[config.mk]
export PLATFORM = sky130hd
export DESIGN_NAME = perf_event_counter
export DESIGN_NICKNAME = d
export VERILOG_FILES = /design/src/rtl/pec_pkg.sv /design/src/rtl/pec_select.sv /design/src/rtl/pec_qualify.sv /design/src/rtl/pec_accum.sv /design/src/rtl/perf_event_counter.sv
export SDC_FILE = /design/constraint.sdc
export NUM_CORES = 1
export LEC_CHECK = 0
export ABC_AREA = 1
export CAP_MARGIN = 20
export CELL_PAD_IN_SITES_DETAIL_PLACEMENT = 1
export CELL_PAD_IN_SITES_GLOBAL_PLACEMENT = 1
export CORE_MARGIN = 4
export CORE_UTILIZATION = 30
export DETAILED_ROUTE_END_ITERATION = 16
export PLACE_DENSITY = 0.72
export SYNTH_ARGS = -nofsm -noshare
export SYNTH_HDL_FRONTEND = slang
export SYNTH_HIERARCHICAL = 1
export SYNTH_SLANG_ARGS = --single-unit
[constraint.sdc]
create_clock -name clk_i -period 12.1 [get_ports clk_i]
set_input_delay 1.815 -clock clk_i [delete_from_list [all_inputs] [get_ports clk_i]]
set_output_delay 1.815 -clock clk_i [all_outputs]
set_load 0.01 [all_outputs]
[src/rtl/pec_pkg.sv]
`timescale 1ns/1ps
package pec_pkg;
  localparam int CFG_W = 30;

  // Configuration word, MSB first (30 bits)
  typedef struct packed {
    logic [7:0] thr;    // 29:22 per-cycle threshold
    logic       inv;    // 21    invert compare
    logic       en;     // 20    counter enable
    logic       ie;     // 19    interrupt enable
    logic       edg;    // 18    rising-edge mode
    logic       os;     // 17    kernel-level enable
    logic       usr;    // 16    user-level enable
    logic [7:0] umask;  // 15:8  sub-event mask
    logic [7:0] code;   // 7:0   event code
  } pec_cfg_t;
endpackage

[src/rtl/pec_select.sv]
`timescale 1ns/1ps
module pec_select #(
  parameter int NUM_CODES = 4,
  parameter int SUB_N     = 8,
  parameter int CNT_W     = 3,
  parameter int SUM_W     = CNT_W + $clog2(SUB_N + 1)
) (
  input  logic [NUM_CODES*SUB_N*CNT_W-1:0] evt_i,
  input  logic [7:0]                       code_i,
  input  logic [SUB_N-1:0]                 umask_i,
  output logic [SUM_W-1:0]                 sum_o
);
  logic [SUM_W-1:0] code_sum [NUM_CODES];

  for (genvar c = 0; c < NUM_CODES; c++) begin : g_code
    always_comb begin
      code_sum[c] = '0;
      for (int s = 0; s < SUB_N; s++) begin
        if (umask_i[s])
          code_sum[c] = code_sum[c] + SUM_W'(evt_i[(c*SUB_N+s)*CNT_W +: CNT_W]);
      end
    end
  end

  always_comb begin
    sum_o = '0;
    for (int c = 0; c < NUM_CODES; c++) begin
      if (code_i == 8'(c)) sum_o = code_sum[c];
    end
  end
endmodule

[src/rtl/pec_qualify.sv]
`timescale 1ns/1ps
module pec_qualify #(
  parameter int SUM_W = 6
) (
  input  logic             clk_i,
  input  logic             rst_i,
  input  logic [SUM_W-1:0] sum_i,
  input  logic [1:0]       cpl_i,
  input  logic [7:0]       thr_i,
  input  logic             inv_i,
  input  logic             edg_i,
  input  logic             os_i,
  input  logic             usr_i,
  input  logic             en_i,
  output logic [SUM_W-1:0] inc_o
);
  localparam int CW = (SUM_W > 8) ? SUM_W : 8;

  logic           prev_q;
  logic           both, priv_ok, cmp, cond, qual;
  logic [CW-1:0]  sum_x, thr_x;

  assign sum_x   = CW'(sum_i);
  assign thr_x   = CW'(thr_i);
  assign both    = !os_i && !usr_i;
  assign priv_ok = (cpl_i == 2'd0) ? (os_i || both) : (usr_i || both);
  assign cmp     = inv_i ? (sum_x < thr_x) : (sum_x >= thr_x);
  assign cond    = (thr_i == 8'd0) ? (sum_i != '0) : cmp;
  assign qual    = cond && priv_ok;

  always_comb begin
    if (!en_i)                inc_o = '0;
    else if (thr_i == 8'd0)   inc_o = priv_ok ? sum_i : '0;
    else if (edg_i)           inc_o = SUM_W'(qual && !prev_q);
    else                      inc_o = SUM_W'(qual);
  end

  always_ff @(posedge clk_i) begin
    if (rst_i) prev_q <= 1'b0;
    else       prev_q <= en_i ? qual : 1'b0;
  end
endmodule

[src/rtl/pec_accum.sv]
`timescale 1ns/1ps
module pec_accum #(
  parameter int CNT_BITS = 48,
  parameter int INC_W    = 6
) (
  input  logic                clk_i,
  input  logic                rst_i,
  input  logic [INC_W-1:0]    inc_i,
  input  logic                we_i,
  input  logic [CNT_BITS-1:0] wdata_i,
  input  logic                ie_i,
  output logic [CNT_BITS-1:0] cnt_o,
  output logic                ovf_o,
  output logic                irq_o
);
  logic [CNT_BITS:0] nxt;
  logic              ovf_d;

  assign nxt   = {1'b0, cnt_o} + (CNT_BITS+1)'(inc_i);
  assign ovf_d = we_i ? 1'b0 : (ovf_o || nxt[CNT_BITS]);

  always_ff @(posedge clk_i) begin
    if (rst_i) begin
      cnt_o <= '0;
      ovf_o <= 1'b0;
      irq_o <= 1'b0;
    end else begin
      cnt_o <= we_i ? wdata_i : nxt[CNT_BITS-1:0];
      ovf_o <= ovf_d;
      irq_o <= ovf_d && ie_i;
    end
  end
endmodule

[src/rtl/perf_event_counter.sv]
`timescale 1ns/1ps
module perf_event_counter
  import pec_pkg::*;
#(
  parameter int NUM_CODES = 4,
  parameter int SUB_N     = 8,
  parameter int CNT_W     = 3,
  parameter int CNT_BITS  = 48
) (
  input  logic                             clk_i,
  input  logic                             rst_i,
  input  logic [NUM_CODES*SUB_N*CNT_W-1:0] evt_i,
  input  logic [1:0]                       cpl_i,
  input  logic                             cfg_we_i,
  input  logic [CFG_W-1:0]                 cfg_wdata_i,
  input  logic                             cnt_we_i,
  input  logic [CNT_BITS-1:0]              cnt_wdata_i,
  output logic [CNT_BITS-1:0]              cnt_o,
  output logic                             ovf_o,
  output logic                             irq_o
);
  localparam int SUM_W = CNT_W + $clog2(SUB_N + 1);

  pec_cfg_t         cfg_q, cfg_d;
  logic [SUM_W-1:0] sum, inc;

  assign cfg_d = cfg_we_i ? pec_cfg_t'(cfg_wdata_i) : cfg_q;

  always_ff @(posedge clk_i) begin
    if (rst_i) cfg_q <= '0;
    else       cfg_q <= cfg_d;
  end

  pec_select #(.NUM_CODES(NUM_CODES), .SUB_N(SUB_N), .CNT_W(CNT_W), .SUM_W(SUM_W)) u_sel (
    .evt_i   (evt_i),
    .code_i  (cfg_q.code),
    .umask_i (cfg_q.umask[SUB_N-1:0]),
    .sum_o   (sum)
  );

  pec_qualify #(.SUM_W(SUM_W)) u_qual (
    .clk_i (clk_i),
    .rst_i (rst_i),
    .sum_i (sum),
    .cpl_i (cpl_i),
    .thr_i (cfg_q.thr),
    .inv_i (cfg_q.inv),
    .edg_i (cfg_q.edg),
    .os_i  (cfg_q.os),
    .usr_i (cfg_q.usr),
    .en_i  (cfg_q.en),
    .inc_o (inc)
  );

  pec_accum #(.CNT_BITS(CNT_BITS), .INC_W(SUM_W)) u_acc (
    .clk_i   (clk_i),
    .rst_i   (rst_i),
    .inc_i   (inc),
    .we_i    (cnt_we_i),
    .wdata_i (cnt_wdata_i),
    .ie_i    (cfg_d.ie),
    .cnt_o   (cnt_o),
    .ovf_o   (ovf_o),
    .irq_o   (irq_o)
  );
endmodule

==> metrics <==
outcome complete, no violations; Routability Congestion 0.8791; FFs w/ async S/R, synth 0; FF-to-FF path depth just over 60; post-CTS setup buffers 0; Critical Path AT about 11000 ps; routed len/inst approximately 16 microns; hold slack just under 500 ps; initial antenna violation count 5; number of flops mapped to enable cells by yosys 0; routed wl met3 1252 microns; Fin Setup TNS 0 ps; post-synth top area share 0.1605; DR top layer met5; H-tree depth 3; hold wc startpoint cfg_q[20]; met2 WL post-DR 19750 microns; clock tree sinks a little over 80; crit-path max FO 10; Initial DRT Pass Iterations 4; final WL ~42000 microns; GR Util All Layers 0.2037; Place WS 325.3 ps; Seq/Total Area, Yosys 0.1460; synth warn 6; Mapped Nets 2182; Worst VDD drop around 0.063 mV; DRT iter0 DRCs 439; Max Freq 90.11 MHz; CP Launch Type primary input; worst r2r src cfg_q[8]; wl on met1 19960 microns; post-DP HPWL ~35000 microns; #FFs+latches synth a little over 80; Worst Slack Setup Final approximately 1000 ps; slew margin rel. 0.4171; Critical Path RT 12320 ps; largest net degree at the start of global routing about 70; CTS Root Buffer Type clkbuf_16; final hold violations 0; Worst-Margin Slew 873.3 ps; total CTS buffers 9; Yosys top cell by area nand2_1; Worst Setup End Kind flip-flop; top post-synthesis cells by area nand2_1 16%, dfxtp_1 15%, ha_1 11%; Clock Skew roughly 12 ps; Worst Hold Class reg -> reg; RSZ-0062 raised after global routing false; Power Dens Cells 78.72 nW/um^2; mapped cell area around 11000 sq um; leakage power total 6.701 nW; min Tclk post-route 11100 ps; Max Cap Viol 0; Cell Rows 70; vias in the first global route around 13000; Area Growth Syn to Fin 26.96%; final period utilization 0.9172; first-pass GRT wire length 67210 microns; layout cells sized above 1 0.08305; CORE AREA 36520 sq um; Die Span X 200.4 microns; Finish-stage setup viols 0; post-DR vias/cell ~4.8; port bufs roughly 230; initial core utilization 0.3041; Clock Tree Buf Depth 2; Slew Limit Fails 0; Via Count 12319; DRC Markers 0; Distinct cells, synth 54; Worst Setup SP evt_i[0]; hold depth 2; critical path class in -> reg; worst-skew pair later-pin latency approximately 360 ps; die outline area approximately 40000 sq um; final net count around 2400; Critical-path top delay cell clkdlybuf4s50_1; most common flop cell mapped by yosys dfxtp_1; Post-Syn Instances 1874; most used cell, CP nand2_1; Die Ht 200.4 microns; Top Ports 230; Antenna Nets Post-Route 0; Clk pin slew, worst setup/hold paths ~70 ps; slowest stage delay, CP between 400 and 500 ps; Avg Cell Area, Syn about 6 sq um; gr ovfl total 0; CTS tree done
final timing paths:
| check | to | slack, ps |
|---|---|---|
| setup / recovery | u_acc/ovf_o | 1000 |
| hold / removal | u_qual/prev_q | 490 |
| hold reg to reg | u_qual/prev_q | 490 |
| setup reg to reg | u_acc/ovf_o | 2210 |
cell usage after synthesis (6+ instances only):
| library cell | instances |
|---|---|
| nand2_2 | 46 |
| clkbuf_1 | 14 |
| nor2_2 | 24 |
| o211ai_1 | 7 |
| xor2_1 | 16 |
| o21ai_1 | 52 |
| inv_2 | 23 |
| buf_6 | 6 |
| nand3b_1 | 12 |
| nor2_1 | 292 |
| fa_1 | 29 |
| nand3_1 | 124 |
| nor2_4 | 7 |
| o21ai_0 | 73 |
| dfxtp_1 | 81 |
| xnor2_1 | 11 |
| buf_2 | 14 |
| a21oi_1 | 46 |
| or2_2 | 8 |
| nor3_1 | 9 |
| nand3_2 | 19 |
| nand2_1 | 475 |
| ha_1 | 99 |
| inv_1 | 278 |
| a31oi_1 | 21 |
| nand4_1 | 25 |
cell families after synthesis:
| kind of cell | synth area share |
|---|---|
| AO/OA/AOI/OAI | 0.1123 |
| buffers and inverters | 0.1262 |
| flip-flops | 0.1460 |
| adder cells (fa/ha/maj) | 0.1638 |
| AND/OR/NAND/NOR | 0.4260 |
| XOR/XNOR | 0.02569 |
stage by stage:
| stage | instances | area (sq um) | total power, mW | util |
|---|---|---|---|---|
| final | 2552 | 14100 | 1.110 | 0.3861 |
| after global routing | 2552 | 14100 | 1.212 | 0.3861 |
| after CTS | 2551 | 14080 | 1.125 | 0.3855 |
| after detailed placement | 2536 | 13800 | 0.8465 | 0.3778 |
| after global placement | 2536 | 13800 | 0.8233 | 0.3778 |
| after floorplan | 1874 | 11110 | 0.6461 | - |
worst max-delay path, delay by kind of cell:
family / cells / cell delay (ps)
and+or+nand+nor: 34 / 3670
adders and majority gates: 11 / 3580
AOI/OAI and AO/OA: 8 / 1060
buffers and inverters: 10 / 1150
power breakdown:
part	internal, mW	switching [mW]	total (mW)
registers	0.286	0.0283	0.314
logic	0.223	0.303	0.525
clock network	0.155	0.116	0.270
total	0.663	0.447	1.11
state kept, by name, summed over array words and instances, names as in the netlist:
signal         cells
cfg_q             30
u_acc/cnt_o       48
u_qual/prev_q      1
u_acc/irq_o        1
u_acc/ovf_o        1
what timing repair did:
action | in CTS | in global routing
endpoints found under the setup margin | 0 | 14
hold buffers | 0 | 0
resized for setup | 0 | 4
layout by cell type (no fill, tap or decap), drive strengths merged, types with 2 or more instances in the layout:
master / netlist / routed
ha: 99 / 99
clkdlybuf4s50: 0 / 229
nand4: 25 / 25
a21o: 2 / 2
a21oi: 48 / 48
dfxtp: 81 / 81
nor2: 323 / 323
xnor2: 13 / 13
nand2: 525 / 525
nor4: 5 / 5
o21bai: 3 / 3
o31ai: 5 / 5
clkbuf: 16 / 13
a21boi: 2 / 2
xor2: 17 / 17
o2111ai: 3 / 3
nand3b: 13 / 13
clkinv: 2 / 3
buf: 26 / 8
inv: 301 / 301
a211oi: 3 / 3
nor3: 10 / 10
o22ai: 2 / 2
o21ai: 129 / 129
and3: 2 / 2
nand3: 144 / 144
a31oi: 21 / 21
and2: 2 / 2
o211ai: 7 / 7
fa: 29 / 29
or2: 14 / 14
final cells by class:
| class | instances | area (sq um) |
|---|---|---|
| Fill cell | 4830 | 22420 |
| Multi-Input combinational cell | 1446 | 8100 |
| Timing Repair Buffer | 237 | 2352 |
| Sequential cell | 81 | 1622 |
| Inverter | 304 | 1155 |
| Tap cell | 468 | 585.6 |
| Clock buffer | 13 | 270.3 |
| Clock inverter | 2 | 12.51 |
| Antenna cell | 1 | 2.502 |
metal layers:
layer,track usage,up-vias
li1,-,6333
met1,0.2668,5764
met2,0.3566,172
met3,0.03270,42
met4,0.03982,8
met5,0,-
Power figures use the tool's default switching activity.
